`src/rtl/bridge_gate_pkg.sv`:
```
`timescale 1ns/1ps
package bridge_gate_pkg;
  localparam int LEGS = 2;
  localparam int SYNC_BITS = 6;
  typedef struct packed {
    logic uv;
    logic dis;
    logic b_hi;
    logic b_lo;
    logic a_hi;
    logic a_lo;
  } raw_in_t;
endpackage

```
`src/rtl/bit_sync.sv`:
```
`timescale 1ns/1ps
module bit_sync #(
  parameter int W      = 1,
  parameter int STAGES = 2
) (
  input  logic         clk,
  input  logic         rst_n,
  input  logic [W-1:0] d,
  output logic [W-1:0] q
);
  logic [W-1:0] st [STAGES];

  always_ff @(posedge clk or negedge rst_n) begin
    if (!rst_n) begin
      for (int s = 0; s < STAGES; s++) st[s] <= '0;
    end else begin
      st[0] <= d;
      for (int s = 1; s < STAGES; s++) st[s] <= st[s-1];
    end
  end

  assign q = st[STAGES-1];
endmodule

```
`src/rtl/deadtime_gate.sv`:
```
`timescale 1ns/1ps
module deadtime_gate #(
  parameter int DT_W = 4
) (
  input  logic            clk,
  input  logic            rst_n,
  input  logic            want,
  input  logic            other_on,
  input  logic [DT_W-1:0] dt,
  output logic            en
);
  logic [DT_W-1:0] cnt;

  // turn-off is immediate; turn-on waits dt cycles with the partner off
  always_ff @(posedge clk or negedge rst_n) begin
    if (!rst_n) begin
      cnt <= '0;
      en  <= 1'b0;
    end else if (!want || other_on) begin
      cnt <= '0;
      en  <= 1'b0;
    end else if (!en) begin
      if (cnt >= dt) en  <= 1'b1;
      else           cnt <= cnt + 1'b1;
    end
  end
endmodule

```
`src/rtl/half_leg.sv`:
```
`timescale 1ns/1ps
module half_leg #(
  parameter int DT_W = 4
) (
  input  logic            clk,
  input  logic            rst_n,
  input  logic            lo_cmd,
  input  logic            hi_cmd,
  input  logic            kill,
  input  logic            refresh_on,
  input  logic            hi_allow,
  input  logic [DT_W-1:0] dt_lo,
  input  logic [DT_W-1:0] dt_hi,
  output logic            lo_en,
  output logic            hi_en
);
  logic want_lo, want_hi;

  always_comb begin
    want_lo = !kill && (refresh_on || lo_cmd);
    want_hi = !kill && !refresh_on && hi_allow && hi_cmd && !lo_cmd;
  end

  deadtime_gate #(.DT_W(DT_W)) lo_gate_i (
    .clk(clk), .rst_n(rst_n), .want(want_lo), .other_on(hi_en),
    .dt(dt_lo), .en(lo_en));

  deadtime_gate #(.DT_W(DT_W)) hi_gate_i (
    .clk(clk), .rst_n(rst_n), .want(want_hi), .other_on(lo_en),
    .dt(dt_hi), .en(hi_en));
endmodule

```
`src/rtl/release_seq.sv`:
```
`timescale 1ns/1ps
module release_seq #(
  parameter int REFRESH_CYC = 24,
  parameter int UPEN_CYC    = 48
) (
  input  logic clk,
  input  logic rst_n,
  input  logic kill,
  output logic refresh_on,
  output logic hi_allow
);
  localparam int REL_W = $clog2(UPEN_CYC + 1);
  localparam logic [REL_W-1:0] REF_LIM = REL_W'(REFRESH_CYC);
  localparam logic [REL_W-1:0] UP_LIM  = REL_W'(UPEN_CYC);

  logic [REL_W-1:0] rel_cnt;

  always_ff @(posedge clk or negedge rst_n) begin
    if (!rst_n)                rel_cnt <= '0;
    else if (kill)             rel_cnt <= '0;
    else if (rel_cnt != UP_LIM) rel_cnt <= rel_cnt + 1'b1;
  end

  always_comb begin
    refresh_on = !kill && (rel_cnt < REF_LIM);
    hi_allow   = !kill && (rel_cnt == UP_LIM);
  end
endmodule

```
`src/rtl/bridge_gate_ctrl.sv`:
```
`timescale 1ns/1ps
module bridge_gate_ctrl
  import bridge_gate_pkg::*;
#(
  parameter int DT_W        = 4,
  parameter int SYNC_STAGES = 2,
  parameter int REFRESH_CYC = 24,
  parameter int UPEN_CYC    = 48
) (
  input  logic            clk,
  input  logic            rst_n,
  input  logic            a_lo_cmd,
  input  logic            a_hi_cmd,
  input  logic            b_lo_cmd,
  input  logic            b_hi_cmd,
  input  logic            dis,
  input  logic            uv,
  input  logic [DT_W-1:0] dt_hi,
  input  logic [DT_W-1:0] dt_lo,
  output logic            a_lo_en,
  output logic            a_hi_en,
  output logic            b_lo_en,
  output logic            b_hi_en
);
  raw_in_t raw_in, syn_in;
  logic [LEGS-1:0] lo_s, hi_s, lo_en, hi_en;
  logic dis_s, uv_s, kill, refresh_on, hi_allow;

  assign raw_in = '{uv: uv, dis: dis, b_hi: b_hi_cmd, b_lo: b_lo_cmd,
                    a_hi: a_hi_cmd, a_lo: a_lo_cmd};

  bit_sync #(.W(SYNC_BITS), .STAGES(SYNC_STAGES)) sync_i (
    .clk(clk), .rst_n(rst_n), .d(raw_in), .q(syn_in));

  assign dis_s = syn_in.dis;
  assign uv_s  = syn_in.uv;
  assign kill  = dis_s | uv_s;
  assign lo_s  = {syn_in.b_lo, syn_in.a_lo};
  assign hi_s  = {syn_in.b_hi, syn_in.a_hi};

  release_seq #(.REFRESH_CYC(REFRESH_CYC), .UPEN_CYC(UPEN_CYC)) seq_i (
    .clk(clk), .rst_n(rst_n), .kill(kill),
    .refresh_on(refresh_on), .hi_allow(hi_allow));

  for (genvar g = 0; g < LEGS; g++) begin : g_leg
    half_leg #(.DT_W(DT_W)) leg_i (
      .clk(clk), .rst_n(rst_n), .lo_cmd(lo_s[g]), .hi_cmd(hi_s[g]),
      .kill(kill), .refresh_on(refresh_on), .hi_allow(hi_allow),
      .dt_lo(dt_lo), .dt_hi(dt_hi), .lo_en(lo_en[g]), .hi_en(hi_en[g]));
  end

  assign a_lo_en = lo_en[0];
  assign a_hi_en = hi_en[0];
  assign b_lo_en = lo_en[1];
  assign b_hi_en = hi_en[1];
endmodule

```
`config.mk`:
```
export PLATFORM = sky130hd
export DESIGN_NAME = bridge_gate_ctrl
export DESIGN_NICKNAME = d
export VERILOG_FILES = /design/src/rtl/bridge_gate_pkg.sv /design/src/rtl/bit_sync.sv /design/src/rtl/deadtime_gate.sv /design/src/rtl/half_leg.sv /design/src/rtl/release_seq.sv /design/src/rtl/bridge_gate_ctrl.sv
export SDC_FILE = /design/constraint.sdc
export NUM_CORES = 1
export LEC_CHECK = 0
export BUFFER_PORTS_ARGS = -buffer_cell sky130_fd_sc_hd__buf_4
export CAP_MARGIN = 20
export CORE_UTILIZATION = 50
export CTS_CLUSTER_SIZE = 12
export DETAILED_ROUTE_END_ITERATION = 8
export GPL_TIMING_DRIVEN = 1
export PLACE_DENSITY = 0.74
export SKIP_LAST_GASP = 1
export SYNTH_ARGS = -nofsm -noshare
export SYNTH_HDL_FRONTEND = slang
export SYNTH_HIERARCHICAL = 1
export SYNTH_SLANG_ARGS = --single-unit
```
`constraint.sdc`:
```
create_clock -name clk -period 3.15 [get_ports clk]
set_input_delay 0.63 -clock clk [delete_from_list [all_inputs] [get_ports clk]]
set_output_delay 0.63 -clock clk [all_outputs]
set_load 0.03 [all_outputs]
```
==> run summary <==
=====================================================================================
Final Hold Vio Count ...................................................            0
Pin count of the biggest net entering global routing ...................           39
Sum of negative setup slack ............................................         0 ps
CTS Buffer Depth .......................................................            2
Worst path cell trace .................................................. buf_4, inv_1, ha_1, a211oi_2, o21ai_2, or3_1, a21oi_1
Synthesized net count ..................................................          221
Maximum cell stage delay along the critical path .......................       360 ps
Count of nets left with antenna violations after detail routing ........            0
Number of distinct library cells after synthesis .......................           27
Routability cong. ......................................................       0.8731
Number of synthesized flops with an enable pin .........................            0
Share of the cycle needed by the critical path after routing ...........       56.38%
Vias in the first global route .........................................         1373
Class of the tightest hold or removal check ............................ input pin to async pin
Reported max-cap violation count .......................................            0
Routed length per instance .............................................     13.37 um
Cell family with the largest share of critical-path delay .............. compound AO/OA/AOI/OAI gates
Synthesized cell area ..................................................     2014 um2
Antenna diode count ....................................................            0
Post CTS Setup Buffer Count ............................................            0
Number of buffers added to fix hold violations after cts ...............            0
Final core utilization .................................................       59.92%
Synthesis Warnings .....................................................            6
Setup repair after global routing missed its margin ....................        false
Number of register bits inferred by synthesis ..........................           38
Main synth FF type .....................................................      dfrtp_1
Fraction of registers with async set/reset .............................       100.0%
Starting utilization of the core area ..................................       53.42%
Post-detailed-route DRC marker count ...................................            0
Area of placed instances ...............................................     2168 um2
Seq/Total Area, Yosys ..................................................       47.20%
Gates resized, CTS repair ..............................................            0
Required arrival time at the worst endpoint ............................      3370 ps
Num ports ..............................................................           20
Outcome ................................................................ finished clean
Slew HR ................................................................       69.79%
Slew of the pin with the lowest slew margin ............................     453.1 ps
Buffers on Ports .......................................................           19
Combined area of the multi-input logic cells ...........................    947.2 um2
Kind of critical path .................................................. input pin to flip-flop
Number of instances in the synthesized netlist .........................          183
Number of max-slew violations in the final report ......................            0
Worst endpoint data arrival time .......................................      1990 ps
Gr ovfl total ..........................................................            0
Final net count ........................................................          240
Filler cell count in the final layout ..................................          313
Total non-filler cell area in the finished layout ......................     2260 um2
Wire length of the first global-routing pass ...........................      5754 um
Synthesized area per cell ..............................................    11.01 um2
WL final ...............................................................      3357 um
Die Span Y .............................................................     65.48 um
CP Capture Type ........................................................    flip-flop
Bufs and invs on worst path ............................................            2
Worst path slowest cell ................................................        or3_1
Top-area cell type share of the netlist area ...........................       47.20%
Final worst path period need ...........................................      1776 ps
Num Clock Sinks ........................................................           38
Achievable clock frequency .............................................   0.5630 GHz
Std cell rows ..........................................................           22
Drt first-iter violations ..............................................           38
Global router's overall resource usage .................................       18.46%
IR Drop Worst-Case VDD .................................................     329.4 uV
Clock insertion delay at the later pin of the skew report ..............       290 ps
Power density normalized to cell area .................................. 405.0 nW/um2
Dominant cell by count in the synthesized netlist ......................      dfrtp_1
Clock root buffer ......................................................     clkbuf_8
Deepest level of the CTS H-tree ........................................            2
Area of the die ........................................................     4287 um2
Leakage power ..........................................................     1.073 nW
Width of the die .......................................................     65.48 um
Worst setup path startpoint ............................................     dt_lo[3]
Minimum setup slack among reg-to-reg paths .............................      1400 ps
Via density ............................................................        5.363
CTS Buf Count ..........................................................            5
Antenna violations before repair .......................................            0
Library cell with the largest summed area after synthesis ..............      dfrtp_1
TritonCTS clock tree ...................................................          yes
Post-route clock skew ..................................................     4.261 ps
Sum of net half-perimeters after detailed placement ....................      2520 um
Synth top cells by count ............................................... dfrtp_1 (38), ha_1 (22), nor2_1 (21)
Fraction of final layout cells sized beyond drive strength 1 ...........       19.70%
Placeable core region ..................................................     3771 um2
Worst Path Max Fanout ..................................................            5
Final count of negative-setup-slack endpoints ..........................            0
Kind of launch point of the worst setup path ...........................    input pin
Vias after detailed routing ............................................         1346
Detailed-router iteration count before antenna repair ..................            4
Reg2reg start ..........................................................  sync_i/q[5]
Area delta synth->final ................................................       12.17%
Area used by sequential logic in the layout ............................    950.9 um2
Clock-pin slew of the registers on the worst-case setup and hold paths .        70 ps
Ranking of synthesized cells by area ................................... dfrtp_1 (47%), ha_1 (14%), nor2_1 (3.9%)
=====================================================================================
worst register-to-register path: stages, from the launching register on:
cell      delay, ps
dfrtp_1         360
or2_1           390
a211oi_1        300
nor2_1          100
and4b_1         210
nand2b_1        190
nor2_1           90
registers in the layout, indices dropped and copies added (netlist names):
register and flops:
g_leg.leg_i/hi_gate_i/cnt 8, g_leg.leg_i/hi_gate_i/en 2, g_leg.leg_i/lo_gate_i/cnt 8, g_leg.leg_i/lo_gate_i/en 2
seq_i/rel_cnt 6, sync_i/q 6, sync_i/st 6
path summary, 6_finish.rpt:
path                       cells after the start                               to
max in group asynchronous                      1  g_leg[0].leg_i/lo_gate_i/cnt[3]
max reg2reg                                    6  g_leg[0].leg_i/hi_gate_i/cnt[1]
min in group clk                               0                      sync_i/q[3]
max                                            7  g_leg[0].leg_i/lo_gate_i/cnt[3]
min reg2reg                                    0                      sync_i/q[3]
min                                            1  g_leg[0].leg_i/hi_gate_i/cnt[1]
layer usage:
layer / GRT usage [%] / wire length (um) / vias to the layer above
met1: 20.93 / 1455 / 650
met4: 11.96 / 114 / 0
met5: 0 / 0 / -
met3: 5.556 / 138 / 10
li1: - / - / 660
met2: 30.03 / 1649 / 26
through the flow:
step                cells  setup WS, ps  total power, W  hold slack, ps
floorplan             183          1305       0.0005600           331.2
global placement      243          1148       0.0005855           332.8
detailed placement    243          1074       0.0005908           334.7
CTS                   251          1373       0.0009254           296.1
global route          251          1267       0.0009600           318.5
finish                251          1374       0.0009152           285.0
placed cells by master (no fill, tap or decap), types with 5 or more instances in the layout:
master    count
buf_4        19
a21oi_1       5
dfrtp_1      38
nor2_1       21
clkbuf_8      6
inv_1        18
ha_1         22
nand2b_1      6
xnor2_1       6
or3_1         5
xor2_1        5
nand3_1       6
o211ai_1      8
o21ai_0       5
nor2b_1       5
mux2i_1       5
area by class of cell:
class                      instances  area share [%]
clock buffer                       7           3.821
sequential                        38           42.08
clock inverter                     1          0.2215
multi-input combinational        120           41.92
timing repair buffer              19           6.312
tap                               48           2.658
inverter                          18           2.990
power breakdown:
part | switching, W | internal (W)
registers | 0.00000549 | 0.000499
clock network | 0.000158 | 0.000176
logic | 0.0000422 | 0.0000340
total | 0.000206 | 0.000709
logic make-up (layout without fill, tap and decap cells):
group	after synthesis	after routing	synth area share (%)
flip-flops	38	38	47.20
XOR/XNOR	11	11	4.782
multiplexers	6	6	3.044
AND/OR/NAND/NOR	54	54	15.47
adder cells (fa/ha/maj)	22	22	13.66
buffers and inverters	25	45	5.776
AO/OA/AOI/OAI	27	27	10.06
Power figures use the tool's default switching activity.
